File: config.mk
export PLATFORM = sky130hd
export DESIGN_NAME = dma_count_irq
export DESIGN_NICKNAME = d
export VERILOG_FILES = /design/src/rtl/dcic_pkg.sv /design/src/rtl/dcic_counter.sv /design/src/rtl/dcic_flags.sv /design/src/rtl/dma_count_irq.sv
export SDC_FILE = /design/constraint.sdc
export NUM_CORES = 1
export LEC_CHECK = 0
export CORE_MARGIN = 2
export CORE_UTILIZATION = 40
export CTS_CLUSTER_DIAMETER = 200
export DETAILED_ROUTE_END_ITERATION = 12
export DONT_BUFFER_PORTS = 1
export PLACE_DENSITY = 0.54
export SLEW_MARGIN = 20
export SYNTH_ARGS = -nofsm -noshare
export SYNTH_HDL_FRONTEND = slang
export SYNTH_SLANG_ARGS = --single-unit
File: constraint.sdc
create_clock -name clk -period 2.2 [get_ports clk]
set_input_delay 0 -clock clk [delete_from_list [all_inputs] [get_ports clk]]
set_output_delay 0 -clock clk [all_outputs]
set_load 0.1 [all_outputs]
File: src/rtl/dcic_pkg.sv
package dcic_pkg;
  localparam int BYTE_W = 8;
  localparam int ADDR_W = 4;
  localparam int NSRC   = 3;
  localparam int CNT_W  = 2 * BYTE_W;

  localparam int SRC_PLAY = 0;
  localparam int SRC_CAP  = 1;
  localparam int SRC_TMR  = 2;

  localparam logic [ADDR_W-1:0] A_FLAGS  = ADDR_W'(2 * NSRC);
  localparam logic [ADDR_W-1:0] A_STATUS = ADDR_W'(2 * NSRC + 1);
  localparam logic [ADDR_W-1:0] A_CTRL   = ADDR_W'(2 * NSRC + 2);
endpackage

File: src/rtl/dcic_counter.sv
module dcic_counter #(
  parameter int BYTE_W = 8
) (
  input  logic                  clk,
  input  logic                  rst_n,
  input  logic                  wr_lo,
  input  logic                  wr_hi,
  input  logic [BYTE_W-1:0]     wdata,
  input  logic                  dec,
  output logic [2*BYTE_W-1:0]   base_o,
  output logic                  evt_o
);
  localparam int CW = 2 * BYTE_W;

  logic [CW-1:0] base_q, base_d, count_q;
  logic          ld;

  assign ld = wr_lo | wr_hi;

  always_comb begin
    base_d = base_q;
    if (wr_lo) base_d[BYTE_W-1:0]  = wdata;
    if (wr_hi) base_d[CW-1:BYTE_W] = wdata;
  end

  always_ff @(posedge clk or negedge rst_n) begin
    if (!rst_n) begin
      base_q  <= '0;
      count_q <= '0;
    end else begin
      base_q <= base_d;
      if (ld)
        count_q <= base_d;
      else if (dec)
        count_q <= (count_q == '0) ? base_q : count_q - 1'b1;
    end
  end

  assign evt_o  = dec && (count_q == '0);
  assign base_o = base_q;


  reload_chk: assert property (@(posedge clk) disable iff (!rst_n)
    (dec && count_q == '0 && !ld) |=> count_q == $past(base_q));


  decr_chk: assert property (@(posedge clk) disable iff (!rst_n)
    (dec && count_q != '0 && !ld) |=> count_q == $past(count_q) - 1'b1);


  load_chk: assert property (@(posedge clk) disable iff (!rst_n)
    wr_lo |=> count_q[BYTE_W-1:0] == $past(wdata));
endmodule

File: src/rtl/dcic_flags.sv
module dcic_flags #(
  parameter int NSRC = 3
) (
  input  logic            clk,
  input  logic            rst_n,
  input  logic [NSRC-1:0] evt,
  input  logic [NSRC-1:0] clr,
  input  logic            ien,
  output logic [NSRC-1:0] flags,
  output logic            int_o,
  output logic            irq
);
  always_ff @(posedge clk or negedge rst_n) begin
    if (!rst_n) begin
      flags <= '0;
      irq   <= 1'b0;
    end else begin
      flags <= (flags & ~clr) | evt;
      irq   <= int_o & ien;
    end
  end

  assign int_o = |flags;


  set_wins_chk: assert property (@(posedge clk) disable iff (!rst_n)
    (|evt) |=> ((flags & $past(evt)) == $past(evt)));


  ien_mask_chk: assert property (@(posedge clk) disable iff (!rst_n)
    !ien |=> !irq);


  clear_all_chk: assert property (@(posedge clk) disable iff (!rst_n)
    ((&clr) && evt == '0) |=> flags == '0);
endmodule

File: src/rtl/dma_count_irq.sv
module dma_count_irq
  import dcic_pkg::*;
(
  input  logic              clk,
  input  logic              rst_n,
  input  logic              reg_wr,
  input  logic [ADDR_W-1:0] reg_addr,
  input  logic [BYTE_W-1:0] reg_wdata,
  output logic [BYTE_W-1:0] reg_rdata,
  input  logic              mode_single,
  input  logic              play_xfer,
  input  logic              cap_xfer,
  input  logic              timer_tick,
  output logic              irq
);
  logic [NSRC-1:0]  dec, evt, clr, flags;
  logic [CNT_W-1:0] base [NSRC];
  logic             ien_q, int_w;

  always_comb begin
    dec           = '0;
    dec[SRC_PLAY] = mode_single ? (play_xfer | cap_xfer) : play_xfer;
    dec[SRC_CAP]  = mode_single ? 1'b0 : cap_xfer;
    dec[SRC_TMR]  = timer_tick;
  end

  for (genvar i = 0; i < NSRC; i++) begin : g_cnt
    dcic_counter #(.BYTE_W(BYTE_W)) u_cnt (
      .clk    (clk),
      .rst_n  (rst_n),
      .wr_lo  (reg_wr && reg_addr == ADDR_W'(2 * i)),
      .wr_hi  (reg_wr && reg_addr == ADDR_W'(2 * i + 1)),
      .wdata  (reg_wdata),
      .dec    (dec[i]),
      .base_o (base[i]),
      .evt_o  (evt[i])
    );
  end

  always_comb begin
    clr = '0;
    if (reg_wr && reg_addr == A_FLAGS)  clr = ~reg_wdata[NSRC-1:0];
    if (reg_wr && reg_addr == A_STATUS) clr = '1;
  end

  always_ff @(posedge clk or negedge rst_n) begin
    if (!rst_n)                             ien_q <= 1'b0;
    else if (reg_wr && reg_addr == A_CTRL)  ien_q <= reg_wdata[0];
  end

  dcic_flags #(.NSRC(NSRC)) u_flags (
    .clk   (clk),
    .rst_n (rst_n),
    .evt   (evt),
    .clr   (clr),
    .ien   (ien_q),
    .flags (flags),
    .int_o (int_w),
    .irq   (irq)
  );

  always_comb begin
    reg_rdata = '0;
    for (int i = 0; i < NSRC; i++) begin
      if (reg_addr == ADDR_W'(2 * i))     reg_rdata = base[i][BYTE_W-1:0];
      if (reg_addr == ADDR_W'(2 * i + 1)) reg_rdata = base[i][CNT_W-1:BYTE_W];
    end
    if (reg_addr == A_FLAGS)  reg_rdata = BYTE_W'(flags);
    if (reg_addr == A_STATUS) reg_rdata = BYTE_W'(int_w);
    if (reg_addr == A_CTRL)   reg_rdata = BYTE_W'(ien_q);
  end


  single_cap_chk: assert property (@(posedge clk) disable iff (!rst_n)
    (mode_single && cap_xfer) |=> !$rose(flags[SRC_CAP]));
endmodule

==> flow_summary.toml, run 1 <==
[run_status]
outcome = "finished with violations"
violations = "negative hold slack"

[yosys]
synth-edff-count = 0
syn_area_mm2 = 0.00622
yosysWarnings = 0
syn_area_per_cell_um2 = 10.0
synth_seq_area_share = 0.406
async_reset_ff_frac = 1.00
synth_cell_types = 75
synth_top_area_share = 0.406
synth_area_leaders = "dfrtp_1, mux2_2, o21ai_0"
synth_top_area_cell = "dfrtp_1"
synth-seq-cells = 101
synth_nets = 645
syn_inst = 622
synth_most_common_cell = "dfrtp_1"
ys.flop_type = "dfrtp_1"
ys_top_cells_by_count = "dfrtp_1, o21ai_0, mux2_2"

[floorplan]
pin_count = 28
core_mm2 = 0.0152
die_area_mm2 = 0.0166
initial_utilization = 0.409
num_rows = 45
die_h_um = 129
die_x_um = 129

[clock_network]
ctsLongestPathBuffers = 2
root_buffer = "clkbuf_16"
clk_pin_slew_ps = 70
numCtsBuffers = 9
clock_sinks = 101
cts_tree = "done"
worstSkewPairLatency_ps = 350
htree_levels = 3
cts_hold_buf = 18

[sta]
setup_viol = 0
finalCritPeriodShare = 0.933
max_clock_freq_mhz = 487
slew_violations = 0
max-slew-margin-rel = 0.313
fin_worst_skew_ps = 6.86
rsz0062_at_grt = "no"
period_needed_ps = 2050
worstMarginPinSlew_ps = 1030
hold_violations = 101
holdWs_ps = -662

[route]
drt-initial-drc-count = 450
routed_wl_mm = 18.1
drt_first_pass_iters = 6
remaining_drc_errors = 0
wl_per_cell_um = 21.7
vias = 5149
routed_via_density = 6.17
postRouteAntennaNets = 0

[cells_and_area]
final_nets = 666
antennaDiodeCount = 0
fin_cells = 835
syn2layout_area_growth_pct = 12.4
final_util = 0.460
drive_gt1_frac = 0.202

[min_path]
min_path_type = "input port to asynchronous set/reset pin"

[setup_path]
cp.required_ps = 2430
reg2reg_to = "g_cnt[0].u_cnt.count_q[7]"
reg2reg_depth = 6
cp-end-kind = "register"
r2r_slack_ps = 150
crit_start = "g_cnt[0].u_cnt.count_q[5]"
path_max_fanout = 22
startpoint_type = "register"
reg2reg_from = "g_cnt[0].u_cnt.count_q[5]"
worst-setup-path-type = "register to register"
cp.arrival_ps = 2290

[pwr]
power.density_mw_per_mm2 = 1060
irDropWorstVdd_v = 0.000522
leakage_nw = 2.86

[placement]
placed_cells = 802
portBuffers = 0
dp_hpwl_mm = 12.3
gp_congestion = 0.861

[run]
drv_cap = 0

[global_route]
grt_pass1_vias = 5002
grt_first_pass_wirelength_mm = 29.3
grt_max_degree = 102
antenna_found_initial = 0
gr-usage-all-layers = 0.230
grt_overflow_total = 0
## timing repair
item	CTS	global route
endpoints found under the setup margin	0	2
resized for setup	0	2
buffers inserted	0	0
hold endpoints to repair	200	101
## layout make-up
| type | instances | area (um2) |
|---|---|---|
| inverters | 24 | 90.1 |
| well taps | 188 | 235 |
| flip-flops and latches | 101 | 2530 |
| clock buffers | 13 | 250 |
| repair buffers | 49 | 425 |
| clock inverters | 2 | 10.0 |
| multi-input cells | 458 | 3460 |
| fillers | 1437 | 8210 |
## kinds of logic after synthesis
family	after synthesis	share of synthesized area
buffers and inverters	63	0.0454
XOR/XNOR	28	0.0394
AO/OA/AOI/OAI	180	0.187
flip-flops	101	0.406
AND/OR/NAND/NOR	164	0.158
adder cells (fa/ha/maj)	4	0.00804
multiplexers	82	0.156
## metrics by stage
| stage | total power [W] | hold WS [ps] | cell area [um2] | TNS [ps] | worst slack [ps] |
|---|---|---|---|---|---|
| 2_1_floorplan | 0.00508 | -296 | 6220 | -2370 | -805 |
| 3_3_place_gp | 0.00577 | -292 | 6550 | 0 | 214 |
| 3_5_place_dp | 0.00582 | -288 | 6550 | 0 | 169 |
| 4_1_cts | 0.00742 | -670 | 6990 | 0 | 118 |
| 5_1_grt | 0.00787 | -680 | 7000 | 0 | 19.6 |
| 6_report | 0.00739 | -662 | 7000 | 0 | 148 |
## registers in the layout (all words and copies together), names as in the netlist
name                 flops
u_flags.irq              1
u_flags.flags            3
ien_q                    1
g_cnt.u_cnt.base_o      48
g_cnt.u_cnt.count_q     48
## metal layers
layer	GRT usage	wire (um)
met2	0.354	8200
met4	0.0793	498
met5	0	0
met3	0.0449	884
met1	0.327	8530
## worst max path at each step
stage	endpoint	slack, ps	depth (start not counted)
floorplan	reg_rdata[1]	-800	5
global placement	g_cnt[0].u_cnt.count_q[7]	210	6
detailed placement	g_cnt[2].u_cnt.count_q[0]	170	6
CTS	reg_rdata[3]	120	4
global route	reg_rdata[3]	20	4
finish	g_cnt[0].u_cnt.count_q[7]	150	6
## power by group
group | internal (W) | leakage, nW | switching, W
clock network | 0.000791 | 0.129 | 0.000702
logic | 0.00125 | 1.47 | 0.00136
registers | 0.00244 | 1.26 | 0.000850
## critical path, cell delays in order (launching register included)
cell and delay [ps]:
dfrtp_1 440, nor4_1 540, nand4_1 250, buf_12 220, o21ai_0 170, a21oi_1 60
a221o_1 260
## placed cells by master, fill, tap and decap left out, types with 3 or more instances in the layout
master	n
dfrtp_1	101
o21ai_0	56
mux2_2	49
nor2_1	44
buf_4	30
mux2i_1	25
inv_1	24
nand2_1	23
nand3_1	21
o21ai_1	19
dlygate4sd3_1	18
o211ai_1	17
xnor2_1	17
a31oi_1	16
a21oi_1	13
nor3_1	13
xor2_1	11
o21ai_2	10
clkbuf_16	9
nor4_1	8
o31ai_1	8
a22oi_1	8
mux4_2	7
nand2b_1	6
nand4_1	5
a221o_1	5
nor2b_1	4
a222oi_1	4
or4_1	4
ha_1	4
nand4bb_1	3
or4b_1	3
clkbuf_1	3
Power figures use the tool's default switching activity.
==> run 2: changes to the inputs <==
--- a/config.mk
+++ b/config.mk
@@ -5,12 +5,12 @@
 export SDC_FILE = /design/constraint.sdc
 export NUM_CORES = 1
 export LEC_CHECK = 0
+export BUFFER_PORTS_ARGS = -buffer_cell sky130_fd_sc_hd__buf_2
 export CORE_MARGIN = 2
 export CORE_UTILIZATION = 40
 export CTS_CLUSTER_DIAMETER = 200
 export DETAILED_ROUTE_END_ITERATION = 12
-export DONT_BUFFER_PORTS = 1
-export PLACE_DENSITY = 0.54
+export PLACE_DENSITY = 0.56
 export SLEW_MARGIN = 20
 export SYNTH_ARGS = -nofsm -noshare
 export SYNTH_HDL_FRONTEND = slang
==> constraint.sdc (replaced) <==
create_clock -name clk -period 2.45 [get_ports clk]
set_input_delay 0 -clock clk [delete_from_list [all_inputs] [get_ports clk]]
set_output_delay 0 -clock clk [all_outputs]
set_load 0.1 [all_outputs]
==> run 2 against run 1 <==
  * Global-route usage is 0.55 points lower
  * Via count up 0.85%
  * Hold slack gained 670 ps
  * The run now ends clean
  * Largest cell class unchanged
  * Utilization decreased by 0.77 points
  * Critical path depth is 1 higher
  * Flip-flop and latch count unchanged
  * Count of clock-buffer cells in the layout down 2
==> flow_summary.toml, run 2 (synthesis gave the netlist of run 1 again) <==
[sta]
setup-tns-final_ps = 0
period_needed_ps = 2190
max_clock_freq_mhz = 457
max-slew-margin-rel = 0.508
fin_worst_skew_ps = 8.27
rsz0062_at_grt = "no"
fin_ws_ps = 261
slew_violations = 0
worstMarginPinSlew_ps = 735
finalCritPeriodShare = 0.893
hold_violations = 0
setup_viol = 0

[route]
drt_first_pass_iters = 5
routed_via_density = 6.20
routed_wl_mm = 17.7
remaining_drc_errors = 0
wl_per_cell_um = 21.1
postRouteAntennaNets = 0
drt-initial-drc-count = 458
vias = 5193

[setup_path]
critPathMostFrequentCell = "o211ai_1"
cp.arrival_ps = 2410
crit_chain = "inv_1 -> ha_1 -> nor3b_2 -> nand4_1 -> or2_1 -> o211ai_1 -> o211ai_1"
cp.required_ps = 2670
worst-setup-path-type = "register to register"
r2r_slack_ps = 260
path_max_fanout = 11
crit_slowest_cell = "dfrtp_1"
cp-end-kind = "register"
startpoint_type = "register"
cp_slowest_stage_delay_ps = 460

[placement]
gp_congestion = 0.918
placed_cells = 821
portBuffers = 27
dp_hpwl_mm = 12.7
place_ws_ps = 267
placed_cell_area_mm2 = 0.00659

[cells_and_area]
final_area_mm2 = 0.00688
mostFrequentLayoutCells = "dfrtp_1, o21ai_0, mux2_2"
fin_cells = 838
final_common_cell = "dfrtp_1"
final_nets = 668
syn2layout_area_growth_pct = 10.5
fillers = 1460
drive_gt1_frac = 0.228
antennaDiodeCount = 0
final_util = 0.453

[floorplan]
pin_count = 28
die_h_um = 129
initial_utilization = 0.409
num_rows = 45
die_area_mm2 = 0.0166
core_mm2 = 0.0152
die_x_um = 129

[clock_network]
cts_resized = 0
ctsLongestPathBuffers = 2
root_buffer = "clkbuf_16"
worstSkewPairLatency_ps = 350
postCtsSetupBuffers = 0
cts_tree = "done"
clock_sinks = 101
numCtsBuffers = 9
htree_levels = 3
clk_pin_slew_ps = 70

[global_route]
grt_pass1_vias = 5033
gr-usage-all-layers = 0.225
grt_first_pass_wirelength_mm = 28.8
grt_max_degree = 58
antenna_found_initial = 0
grt_overflow_total = 0

[pwr]
power_switching_w = 0.00268
swShare = 0.403
leakage_nw = 2.86
power.density_mw_per_mm2 = 968
p_clk_frac = 0.207
p_int_w = 0.00398
sequentialPowerShare = 0.441
irDropWorstVdd_v = 0.000505
combPwrFrac = 0.352

[min_path]
min_path_type = "input port to register"

[run]
drv_cap = 0

[run_status]
outcome = "completed"
==> run 2: stage by stage <==
stage / power, W / hold WS (ps)
after floorplan: 0.00456 / -296
after global placement: 0.00522 / 58.5
after detailed placement: 0.00527 / 69.1
after CTS: 0.00667 / 11.2
after global routing: 0.00710 / 27.6
final: 0.00666 / 5.55
==> run 2: power groups by stage <==
stage                     registers [W]  logic (W)  clock network [W]
after floorplan                 0.00271    0.00186                  0
after global placement          0.00293    0.00229                  0
after detailed placement        0.00294    0.00233                  0
after CTS                       0.00292    0.00234            0.00141
after global routing            0.00302    0.00260            0.00147
final                           0.00294    0.00234            0.00138
==> run 2: area by class of cell <==
cell class / count / area, um2 / share of cell area
tap: 188 / 235 / 0.0342
clock buffer: 11 / 243 / 0.0353
sequential: 101 / 2530 / 0.367
multi-input combinational: 458 / 3410 / 0.496
timing repair buffer: 51 / 333 / 0.0484
inverter: 24 / 90.1 / 0.0131
clock inverter: 5 / 36.3 / 0.00527
==> run 2: routing by layer <==
metal	vias to the layer above	share of wire	track usage
met2	133	0.46	0.350
met4	0	0.028	0.0870
met1	2643	0.47	0.322
met5	-	0	0
li1	2390	-	-
met3	27	0.043	0.0283
==> run 2: worst max-delay path, delay by kind of cell, from the launching register on <==
family                   cells  cell delay (ps)
AND/OR/NAND/NOR              3             1000
flip-flops                   1              460
AO/OA/AOI/OAI                2              340
adder cells (fa/ha/maj)      1              170
buffers and inverters        1               90
==> run 2: worst paths after layout <==
kind / cells past startpoint / from / endpoint
min in group asynchronous: 2 / rst_n / u_flags.irq
max in group asynchronous: 3 / rst_n / g_cnt[0].u_cnt.base_o[9]
max: 7 / g_cnt[1].u_cnt.count_q[0] / g_cnt[1].u_cnt.count_q[4]
min: 3 / play_xfer / u_flags.flags[0]
max reg2reg: 7 / g_cnt[1].u_cnt.count_q[0] / g_cnt[1].u_cnt.count_q[4]
min reg2reg: 1 / ien_q / ien_q
==> run 2: timing repair <==
action / CTS / global route
endpoints found under the hold margin: 44 / 0
setup endpoints to repair: 0 / 0
hold buffers: 1 / 0
==> run 3: changes to the inputs <==
--- a/config.mk
+++ b/config.mk
@@ -11,6 +11,7 @@
 export CTS_CLUSTER_DIAMETER = 200
 export DETAILED_ROUTE_END_ITERATION = 12
 export PLACE_DENSITY = 0.56
+export SETUP_SLACK_MARGIN = 0.4
 export SLEW_MARGIN = 20
 export SYNTH_ARGS = -nofsm -noshare
 export SYNTH_HDL_FRONTEND = slang
==> run 3 against run 2 <==
  * Worst setup slack improved by 110 ps
  * Fmax rose by 5.4%
  * Die area unchanged
  * Critical path type is now register to output port
  * Largest cell class unchanged
==> flow_summary.toml, run 3 (synthesis gave the netlist of run 1 again) <==
[clock_network]
clk_pin_slew_ps = 70
cts_tree = "done"
htree_levels = 3
clock_sinks = 101
ctsLongestPathBuffers = 2
worstSkewPairLatency_ps = 350
root_buffer = "clkbuf_16"
numCtsBuffers = 9

[sta]
max_clock_freq_mhz = 481
rsz0062_at_grt = "yes"
holdWs_ps = 13.6
fin_ws_ps = 373
fin_worst_skew_ps = 9.50
finalCritPeriodShare = 0.848
period_needed_ps = 2080
max-slew-margin-rel = 0.518
slew_violations = 0
setup_viol = 0
hold_violations = 0
worstMarginPinSlew_ps = 720

[cells_and_area]
antennaDiodeCount = 0
fillers = 1432
syn2layout_area_growth_pct = 14.6
fin_cells = 856
mostFrequentLayoutCells = "dfrtp_1, o21ai_0, mux2_2"
final_nets = 686
drive_gt1_frac = 0.275
final_common_cell = "dfrtp_1"

[setup_path]
cp_top_family = "multiplexers"
cp_slowest_stage_delay_ps = 520
startpoint_type = "register"
reg2reg_from = "g_cnt[0].u_cnt.count_q[1]"
path_max_fanout = 2
crit_chain = "mux4_2 -> a222oi_1 -> inv_1 -> buf_8"
cp-end-kind = "output port"
cp_num_buf_inv = 2
crit_slowest_cell = "mux4_2"
crit_start = "g_cnt[1].u_cnt.base_o[11]"
worst-setup-path-type = "register to output port"
cp.arrival_ps = 2080
cp.required_ps = 2450

[route]
drt_first_pass_iters = 5
vias = 5277
drt-initial-drc-count = 553
postRouteAntennaNets = 0
wl_per_cell_um = 21.1
routed_wl_mm = 18.0
remaining_drc_errors = 0
routed_via_density = 6.16

[floorplan]
num_rows = 45
core_mm2 = 0.0152
die_h_um = 129
die_x_um = 129
pin_count = 28
die_area_mm2 = 0.0166
initial_utilization = 0.409

[pwr]
p_total_w = 0.00685
p_clk_frac = 0.201
power_switching_w = 0.00276
sequentialPowerShare = 0.435
combPwrFrac = 0.365
swShare = 0.403
leakage_nw = 2.96
power.density_mw_per_mm2 = 961
p_int_w = 0.00409
irDropWorstVdd_v = 0.000524

[global_route]
antenna_found_initial = 0
grt_pass1_vias = 5036
grt_max_degree = 58
grt_first_pass_wirelength_mm = 28.8
grt_overflow_total = 0
gr-usage-all-layers = 0.225

[placement]
gp_congestion = 0.918
dp_hpwl_mm = 12.7
portBuffers = 27
place_ws_ps = 267
placed_cells = 821

[run_status]
outcome = "completed"

[min_path]
hp-start = "play_xfer"
min_path_type = "input port to register"

[run]
drv_cap = 0
## run 3: power groups by stage
stage / logic, W / registers, W / clock network, W
after floorplan: 0.00186 / 0.00271 / 0
after detailed placement: 0.00233 / 0.00294 / 0
after CTS: 0.00238 / 0.00293 / 0.00141
final: 0.00250 / 0.00298 / 0.00137
after global placement: 0.00229 / 0.00293 / 0
after global routing: 0.00276 / 0.00306 / 0.00147
## run 3: path summary, 6_finish.rpt
path / to / slack, ps / depth (start not counted)
max: reg_rdata[3] / 370 / 4
min: u_flags.flags[0] / 10 / 3
max reg2reg: g_cnt[0].u_cnt.count_q[5] / 410 / 9
min reg2reg: ien_q / 550 / 1
max in group asynchronous: g_cnt[1].u_cnt.count_q[0] / 1500 / 3
min in group asynchronous: u_flags.irq / 210 / 2
## run 3: timing repair
item | in CTS | in global routing
resized for setup | 8 | 28
gates cloned | 0 | 1
hold buffers | 1 | 0
hold endpoints to repair | 44 | 0
setup endpoints to repair | 24 | 40
setup buffers | 2 | 15
pin swaps | 2 | 6
## run 3: worst register-to-register path, delay by kind of cell (launching register included)
family	cells	cell delay [ps]
buffers and inverters	3	440
AO/OA/AOI/OAI	3	480
AND/OR/NAND/NOR	2	390
flip-flops	1	440
adder cells (fa/ha/maj)	1	180
## run 3: area by class of cell
type | instances | area, um2 | area share
multi-input combinational | 458 | 3490 | 0.490
sequential | 101 | 2530 | 0.356
timing repair buffer | 69 | 500 | 0.0702
clock buffer | 11 | 243 | 0.0340
tap | 188 | 235 | 0.0330
inverter | 24 | 90.1 | 0.0126
clock inverter | 5 | 36.3 | 0.00509
## run 3: metrics by stage
stage	utilization	setup TNS [ps]	area [um2]
floorplan	-	-1490	6220
global placement	0.433	0	6590
detailed placement	0.433	0	6590
CTS	0.456	0	6930
global route	0.469	0	7130
finish	0.469	0	7130
## run 3: per-layer routing
metal / vias up / part of all wire / global-route usage
li1: 2421 / - / -
met1: 2679 / 0.46 / 0.322
met2: 149 / 0.47 / 0.350
met3: 28 / 0.047 / 0.0283
met4: 0 / 0.028 / 0.0870
met5: - / 0 / 0
